**src/rtl/izh_pkg.sv**
```systemverilog
package izh_pkg;
    localparam int NW    = 16;   // state and coefficient width
    localparam int NFRAC = 8;    // fractional bits
    localparam int ACC_W = 48;   // wide working width

    typedef logic signed [NW-1:0]    fx_t;
    typedef logic signed [ACC_W-1:0] acc_t;

    typedef enum logic [1:0] {
        SEL_A = 2'd0,
        SEL_B = 2'd1,
        SEL_C = 2'd2,
        SEL_D = 2'd3
    } psel_e;

    typedef struct packed {
        fx_t a;
        fx_t b;
        fx_t c;
        fx_t d;
    } prm_t;

    typedef struct packed {
        fx_t  v;
        fx_t  u;
        logic spk;
    } nstate_t;

    function automatic acc_t widen(input fx_t x);
        return acc_t'(x);
    endfunction

    function automatic fx_t sat_fx(input acc_t x);
        acc_t hi;
        acc_t lo;
        hi = (acc_t'(1) <<< (NW - 1)) - acc_t'(1);
        lo = -(acc_t'(1) <<< (NW - 1));
        if (x > hi)      return fx_t'(hi);
        else if (x < lo) return fx_t'(lo);
        else             return fx_t'(x);
    endfunction
endpackage

```
**src/rtl/izh_param_regs.sv**
```systemverilog
module izh_param_regs
    import izh_pkg::*;
#(
    parameter int A_INIT = 5,
    parameter int B_INIT = 51,
    parameter int C_INIT = -16640,
    parameter int D_INIT = 2048
) (
    input  logic       clk,
    input  logic       rst,
    input  logic       we,
    input  logic [1:0] addr,
    input  fx_t        wdata,
    output prm_t       prm
);
    localparam int NFIELD = 4;

    fx_t fld_d [NFIELD];
    fx_t fld_q [NFIELD];

    function automatic fx_t init_of(input int k);
        case (k)
            0:       return fx_t'(A_INIT);
            1:       return fx_t'(B_INIT);
            2:       return fx_t'(C_INIT);
            default: return fx_t'(D_INIT);
        endcase
    endfunction

    for (genvar k = 0; k < NFIELD; k++) begin : g_fld
        always_comb begin
            fld_d[k] = fld_q[k];
            if (we && (addr == 2'(k))) fld_d[k] = wdata;
        end

        always_ff @(posedge clk) begin
            if (rst) fld_q[k] <= init_of(k);
            else     fld_q[k] <= fld_d[k];
        end
    end

    assign prm.a = fld_q[SEL_A];
    assign prm.b = fld_q[SEL_B];
    assign prm.c = fld_q[SEL_C];
    assign prm.d = fld_q[SEL_D];
endmodule

```
**src/rtl/izh_membrane.sv**
```systemverilog
module izh_membrane
    import izh_pkg::*;
#(
    parameter int DT_SHIFT = 2,
    parameter int SQ_COEF  = 2621,
    parameter int SQ_FRAC  = 16,
    parameter int LIN_COEF = 5,
    parameter int CONST_MV = 140
) (
    input  fx_t  v_q,
    input  fx_t  u_q,
    input  fx_t  i_cur,
    output acc_t v_raw
);
    localparam acc_t K_SQ      = acc_t'(SQ_COEF);
    localparam acc_t K_LIN     = acc_t'(LIN_COEF);
    localparam acc_t REST_BIAS = acc_t'(CONST_MV) <<< NFRAC;
    localparam int   SQ_SHIFT  = NFRAC + SQ_FRAC;

    acc_t v_w;
    acc_t sq;
    acc_t quad;
    acc_t lin;
    acc_t dv;

    always_comb begin
        v_w   = widen(v_q);
        sq    = v_w * v_w;
        quad  = (sq * K_SQ) >>> SQ_SHIFT;
        lin   = v_w * K_LIN;
        dv    = quad + lin + REST_BIAS - widen(u_q) + widen(i_cur);
        v_raw = v_w + (dv >>> DT_SHIFT);
    end
endmodule

```
**src/rtl/izh_recovery.sv**
```systemverilog
module izh_recovery
    import izh_pkg::*;
#(
    parameter int DT_SHIFT = 2
) (
    input  fx_t  v_q,
    input  fx_t  u_q,
    input  fx_t  rate,
    input  fx_t  sens,
    output acc_t u_raw
);
    acc_t bv;
    acc_t du;

    always_comb begin
        bv    = (widen(sens) * widen(v_q)) >>> NFRAC;
        du    = (widen(rate) * (bv - widen(u_q))) >>> NFRAC;
        u_raw = widen(u_q) + (du >>> DT_SHIFT);
    end
endmodule

```
**src/rtl/izh_neuron.sv**
```systemverilog
module izh_neuron
    import izh_pkg::*;
#(
    parameter int DT_SHIFT  = 2,
    parameter int SQ_COEF   = 2621,
    parameter int SQ_FRAC   = 16,
    parameter int LIN_COEF  = 5,
    parameter int CONST_MV  = 140,
    parameter int THRESH_MV = 30,
    parameter int A_INIT    = 5,
    parameter int B_INIT    = 51,
    parameter int C_INIT    = -16640,
    parameter int D_INIT    = 2048
) (
    input  logic                 clk,
    input  logic                 rst,
    input  logic                 step_valid,
    input  logic signed [15:0]   i_in,
    input  logic                 cfg_we,
    input  logic [1:0]           cfg_addr,
    input  logic signed [15:0]   cfg_wdata,
    output logic signed [15:0]   v_out,
    output logic signed [15:0]   u_out,
    output logic                 spike
);
    localparam fx_t THRESH_FX = fx_t'(THRESH_MV <<< NFRAC);
    localparam fx_t V_RST     = fx_t'(C_INIT);
    localparam fx_t U_RST     = sat_fx((acc_t'(B_INIT) * acc_t'(C_INIT)) >>> NFRAC);

    prm_t    prm;
    acc_t    v_raw;
    acc_t    u_raw;
    fx_t     v_sat;
    fx_t     u_sat;
    logic    fire;
    fx_t     par_c;
    nstate_t st_d;
    nstate_t st_q;

    izh_param_regs #(
        .A_INIT(A_INIT),
        .B_INIT(B_INIT),
        .C_INIT(C_INIT),
        .D_INIT(D_INIT)
    ) u_prm (
        .clk  (clk),
        .rst  (rst),
        .we   (cfg_we),
        .addr (cfg_addr),
        .wdata(cfg_wdata),
        .prm  (prm)
    );

    izh_membrane #(
        .DT_SHIFT(DT_SHIFT),
        .SQ_COEF (SQ_COEF),
        .SQ_FRAC (SQ_FRAC),
        .LIN_COEF(LIN_COEF),
        .CONST_MV(CONST_MV)
    ) u_mem (
        .v_q  (st_q.v),
        .u_q  (st_q.u),
        .i_cur(i_in),
        .v_raw(v_raw)
    );

    izh_recovery #(
        .DT_SHIFT(DT_SHIFT)
    ) u_rec (
        .v_q  (st_q.v),
        .u_q  (st_q.u),
        .rate (prm.a),
        .sens (prm.b),
        .u_raw(u_raw)
    );

    assign par_c = prm.c;

    always_comb begin
        v_sat    = sat_fx(v_raw);
        u_sat    = sat_fx(u_raw);
        fire     = (v_sat >= THRESH_FX);
        st_d     = st_q;
        st_d.spk = 1'b0;
        if (step_valid) begin
            if (fire) begin
                st_d.v   = prm.c;
                st_d.u   = sat_fx(widen(u_sat) + widen(prm.d));
                st_d.spk = 1'b1;
            end else begin
                st_d.v = v_sat;
                st_d.u = u_sat;
            end
        end
    end

    always_ff @(posedge clk) begin
        if (rst) begin
            st_q.v   <= V_RST;
            st_q.u   <= U_RST;
            st_q.spk <= 1'b0;
        end else begin
            st_q <= st_d;
        end
    end

    assign v_out = st_q.v;
    assign u_out = st_q.u;
    assign spike = st_q.spk;
endmodule

```
**config.mk**
```make
export PLATFORM = sky130hd
export DESIGN_NAME = izh_neuron
export DESIGN_NICKNAME = d
export VERILOG_FILES = /design/src/rtl/izh_pkg.sv /design/src/rtl/izh_param_regs.sv /design/src/rtl/izh_membrane.sv /design/src/rtl/izh_recovery.sv /design/src/rtl/izh_neuron.sv
export SDC_FILE = /design/constraint.sdc
export NUM_CORES = 2
export LEC_CHECK = 0
export ABC_AREA = 1
export BUFFER_PORTS_ARGS = -buffer_cell sky130_fd_sc_hd__buf_2
export CAP_MARGIN = 10
export CORE_MARGIN = 3
export CORE_UTILIZATION = 41
export CTS_CLUSTER_SIZE = 24
export DETAILED_ROUTE_END_ITERATION = 12
export SLEW_MARGIN = 20
export SYNTH_ARGS = -nofsm -noshare
export SYNTH_HDL_FRONTEND = slang
export SYNTH_SLANG_ARGS = --single-unit
```
**constraint.sdc**
```tcl
create_clock -name clk -period 53.4 [get_ports clk]
set_clock_uncertainty 0.05 [all_clocks]
set_input_delay 10.68 -clock clk [delete_from_list [all_inputs] [get_ports clk]]
set_output_delay 10.68 -clock clk [all_outputs]
set_load 0.01 [all_outputs]
```
Word level (Yosys, flattened, before mapping). Memories as Yosys holds them, arrays and structs flattened. Cells that the tools add are included.

Add/subtract/negate cells: 8. Multiply operators: 5. Divide/modulo/power cells: 0. $lt $le $gt $ge: 7. Equal/unequal tests: 7. Shift-type cells: 0. Muxes and demuxes: 19. Bitwise gates (word level): 5. Reduce and logical (&&, ||, !) cells: 10.

Operators with widths (count): $mux W16 (14); $gt A48 B16 Y1 const B (2); $lt A48 B16 Y1 const B (2); $mul A16 B16 Y32 (2); $add A48 B16 Y48 (1); $add A48 B17 Y48 const B (1); $sub A48 B16 Y48 (1); $add A16 B46 Y47 (1); $mul A32 B13 Y45 const B (1); $mul A16 B25 Y41 (1); $add A16 B38 Y39 (1); $mux W32 (1); $sub A24 B16 Y25 (1); $add A21 B20 Y22 (1); $mul A16 B4 Y20 const B (1); $add A16 B16 Y17 (1); $gt A17 B16 Y1 const B (1); $lt A17 B16 Y1 const B (1); $ge A16 B14 Y1 const B (1); $reduce_and A2 Y1 (4); $eq A2 B2 Y1 const B (2); $logic_and A1 B1 Y1 (4); $mux W1 (4); $ne A1 B1 Y1 const B (4); other kinds (5) (8).

Register bits after elaboration: 33. Latch bits: 0. Bits in writable memories: 64. ROM bits: 0. Input port bits: 38. Output and inout port bits: 33. Logic and storage cells: 65. Memories kept: 1.

Memory list: u_prm.fld_q (depth 4, bits a word 16, rd ports 4, clocked after memory_dff 0, write ports 4, RTL line izh_param_regs.sv:19) `fx_t fld_q [NFIELD];`.

Depth between registers and ports, before layout.
Depth in word-level cells: 12. Mapped depth: 104. Depth with buffers taken out: 99.

By module. From an unflattened synthesis, not the netlist that was laid out.

Cell total of the unflattened synthesis: 7337. Area total of the unflattened synthesis: 55279.3 um2.

By module, submodules not included: izh_recovery (instances 1, cells an instance 3712, area an instance 28140.7 um2, sequential area each 0.0 um2); izh_membrane (instances 1, cells an instance 2698, area an instance 21423.0 um2, sequential area each 0.0 um2); izh_neuron (instances 1, cells an instance 538, area an instance 3134.3 um2, sequential area each 660.6 um2); izh_param_regs (instances 1, cells an instance 389, area an instance 2581.2 um2, sequential area each 1281.2 um2).

Least setup slack after synthesis. OpenSTA, ideal clock, no wires.

Kind: reg2reg. From: reg st_q, in the netlist v_out[15]. To: reg st_q, in the netlist u_out[7]. Setup time: 0.070 ns. Data arrival time: 17.075 ns. Required time: 53.280 ns. Slack: 36.204 ns. Stages on the path, launching flop included: 87. Path buffers: 5. Clock period less this slack: 17.196 ns. Path through: dfxtp_1 -> inv_1 -> buf_1 -> or2_2 -> fa_1 -> fa_1 -> inv_1 -> fa_1 -> fa_1 -> fa_1 -> inv_1 -> fa_1 -> inv_1 -> ha_1 -> nand2_1 -> o31ai_1 -> nand3_1 -> nand2_1 -> [... 51 more ...] -> nor3_1 -> nand2_1 -> nand2_1 -> nand2_1 -> a21oi_1 -> nand3_1 -> nand2_1 -> nand2_1 -> a21oi_1 -> nand2_1 -> nand2_1 -> nand2_1 -> nor2_1 -> clkbuf_1 -> a21oi_1 -> nand3_1 -> nand3_1 -> a21oi_1.

Word-level cells in the longest chain between the ends: 12. Elaborated cells on any way between the ends: 27. Classes of those cells: add/sub: 8; mul: 5; order compare: 7; mux: 7.

RTL lines: from (decl) (RTL line izh_neuron.sv:38) `nstate_t st_q;`; from (signal assigned) (RTL line izh_neuron.sv:103) `st_q <= st_d;`; $mul A16 B16 Y32, on equally long branches (RTL line izh_membrane.sv:28, izh_recovery.sv:16); $mul A32 B13 Y45 / $sub A24 B16 Y25 (equally long branches) (RTL line izh_membrane.sv:29, izh_recovery.sv:17); $add A21 B20 Y22 / $mul A16 B25 Y41 (equally long branches) (RTL line izh_membrane.sv:31, izh_recovery.sv:17); $add A48 B17 Y48 / $add A16 B38 Y39 (equally long branches) (RTL line izh_membrane.sv:31, izh_recovery.sv:18); $sub A48 B16 Y48 / $lt A48 B16 Y1 (equally long branches) (RTL line izh_membrane.sv:31, izh_pkg.sv:39); $add A48 B16 Y48 / $mux W16 (equally long branches) (RTL line izh_membrane.sv:31, izh_pkg.sv:39); $add A16 B46 Y47 / $mux W16 (equally long branches) (RTL line izh_membrane.sv:32, izh_pkg.sv:38); $lt A48 B16 Y1 / $add A16 B16 Y17 (equally long branches) (RTL line izh_pkg.sv:39, izh_neuron.sv:88); $mux W16 / $lt A17 B16 Y1 (equally long branches) (RTL line izh_pkg.sv:39) `else if (x < lo) return fx_t'(lo);`; $mux W16, on equally long branches (RTL line izh_pkg.sv:38, izh_pkg.sv:39); $ge A16 B14 Y1 / $mux W16 (equally long branches) (RTL line izh_neuron.sv:82, izh_pkg.sv:38); $mux W32 * (RTL line izh_neuron.sv:86) `if (fire) begin`.

Every way passes the cells marked *; elsewhere a longest branch is shown, timed or not. A chain may end at the register's enable or synchronous reset.

Final worst setup path.
From: reg st_q, in the netlist v_out[2]. To: reg st_q, in the netlist u_out[0].

Same word-level chain as after synthesis.

==> flow_metrics.tcl <==
set metrics [dict create \
    outcome "finished clean" \
    hold_class "reg -> reg" \
    criticalPathCategory "reg -> reg" \
    tightest_slew_ns 1.08 \
    cp_max_fo 40 \
    fin_area_um2 57500 \
    setup_violations 0 \
    crit_family "adder cells" \
    multi_input_area_um2 44600 \
    synth_enable_flop_cells 0 \
    synth_area_um2 54800 \
    grt_pass1_vias 46851 \
    cp.required_ns 53.61 \
    ctsResizeCount 0 \
    cts_buffers 9 \
    relSlewSlack_pct 27.4 \
    drtAntennaViolNets 0 \
    postSynthCellCount 7294 \
    finalHoldViolCount 0 \
    numClockSinks 97 \
    tritoncts "done" \
    fillCellCount 13729 \
    gp_congestion 0.936 \
    end_kind "register" \
    drc 0 \
    arrival_ns 21.15 \
    viasPerCell 5.02 \
    crit_top_cell "nand2_1" \
    synth_ff_type "dfxtp_1" \
    post_cts_buffers 0 \
    ys_async_sr_fraction_pct 0 \
    gr-total-overflow 0 \
    ys_types 54 \
    nets 8984 \
    die_h_um 372 \
    num_rows 133 \
    cp_slowest_cell "dfxtp_2" \
    dr_wl_met2_um 72600 \
    synth_nets 9013 \
    drv_slew 0 \
    cap_violations 0 \
    yosys.cell_count.top_type "inv_1" \
    die_x_um 372 \
    yosys-top-cells-area "fa_1 39%, ha_1 14%, inv_1 14%" \
    wl_per_cell_um 17.6 \
    clk_latency_ns 0.37 \
    drive_gt1_share_pct 3.25 \
    path_buf_inv 12 \
    start_util_pct 41.5 \
    yosys_warnings 0 \
    met1_length_um 72500 \
    wl_met3_um 9060 \
    min_period_ns 20.94 \
    finalSetupTns_ns 0 \
    grt_max_degree 58 \
    antenna_found_initial 5 \
    routed-via-count 45287 \
    synth-seq-cells 97 \
    clock_path_buffers 2 \
    dr.first_iter.drc_count 3123 \
    die-area_um2 138000 \
    core_um2 132000 \
    synth_top_area_share_pct 38.7 \
    clock.fmax_ghz 0.0478 \
    cts_max_level 3 \
    finalCritPeriodShare_pct 39.2 \
    drtPass1Iterations 5 \
    area_growth_pct 4.87 \
    grtUsageTotal_pct 23.5 \
    slowest_delay_ns 1.02 \
    pin_count 71 \
    yosys-top-cells-count "1,992 x inv_1, 1,526 x nand2_1, 1,060 x fa_1" \
    cts-root-buf "clkbuf_16" \
    top_layer "met5" \
    wl_um 159000 \
    yosysSeqAreaShare_pct 3.54 \
    place_hpwl_um 134000 \
    portBuffers 70 \
    postCtsHoldBufs 0 \
    cp-start-kind "register" \
    synth_top_cell_by_area "fa_1" \
    clk_pin_slew_ns 0.08 \
    avgSynthCellArea_um2 7.51 \
    grt_pass1_wl_um 256000 \
    rsz0062_at_grt "false" \
    regArea_um2 1950 \
    placed_cell_area_um2 57200 \
]
-- per-stage QoR --
stage	instances	worst slack, ns	hold slack, ns	utilization (%)
floorplan	7294	36.20	0.379	-
global placement	9009	32.63	0.390	43.3
detailed placement	9009	32.50	0.393	43.3
CTS	9025	32.46	0.405	43.5
global route	9025	30.92	0.436	43.5
finish	9027	32.46	0.409	43.5
-- state kept, by name, summed over array words and instances, names as in the netlist --
signal	cells
u_out	16
u_prm.fld_q	64
spike	1
v_out	16
-- tightest hold or removal path: stages, from the launching register on --
cell     delay [ns]
dfxtp_1        0.30
inv_1          0.06
a21oi_1        0.06
-- per-layer routing --
metal	vias up	global-route usage (%)
met5	-	0
met4	2	5.84
met3	217	2.22
met2	1236	38.3
met1	22355	33.5
li1	21477	-
-- worst paths after layout --
| kind | cells past startpoint | to | start | slack (ns) |
|---|---|---|---|---|
| worst max-delay path | 84 | u_out[0] | v_out[2] | 32.46 |
| worst min-delay path | 2 | u_prm.fld_q[1][3] | u_prm.fld_q[1][3] | 0.41 |
| worst max register to register | 84 | u_out[0] | v_out[2] | 32.46 |
| worst min register to register | 2 | u_prm.fld_q[1][3] | u_prm.fld_q[1][3] | 0.41 |
-- final cells by class --
type,count,share of cell area (%)
clock inverters,6,0.146
clock buffers,10,0.398
repair buffers,134,1.45
diodes,2,0.00871
inverters,2032,13.3
multi-input cells,4991,77.5
flip-flops and latches,97,3.40
well taps,1755,3.82
-- kinds of logic after synthesis --
kind of cell	count (synthesis)	synth area share, %
other	1	0.00684
DFF	97	3.54
xor gates and xnor gates	259	4.14
buffers and inverters	2206	15.2
and+or+nand+nor	2350	17.2
adders and majority gates	1681	52.9
AOI/OAI and AO/OA	700	7.07
-- cell usage in the layout, fill, tap and decap left out, types with 20 or more instances in the layout --
cell and instances:
a21oi_1 357, a31oi_1 25, buf_2 70, buf_4 64
dfxtp_1 87, fa_1 1060, ha_1 621, inv_1 1992
inv_2 20, nand2_1 1526, nand3_1 164, nand4_1 42
nor2_1 507, nor3_1 34, o21ai_0 168, o21ai_1 28
or2_2 31, xnor2_1 110, xor2_1 148
Power is left out: the tool's default activity adds up to more than one toggle a clock period on the data nets, which glitch-free logic cannot reach.
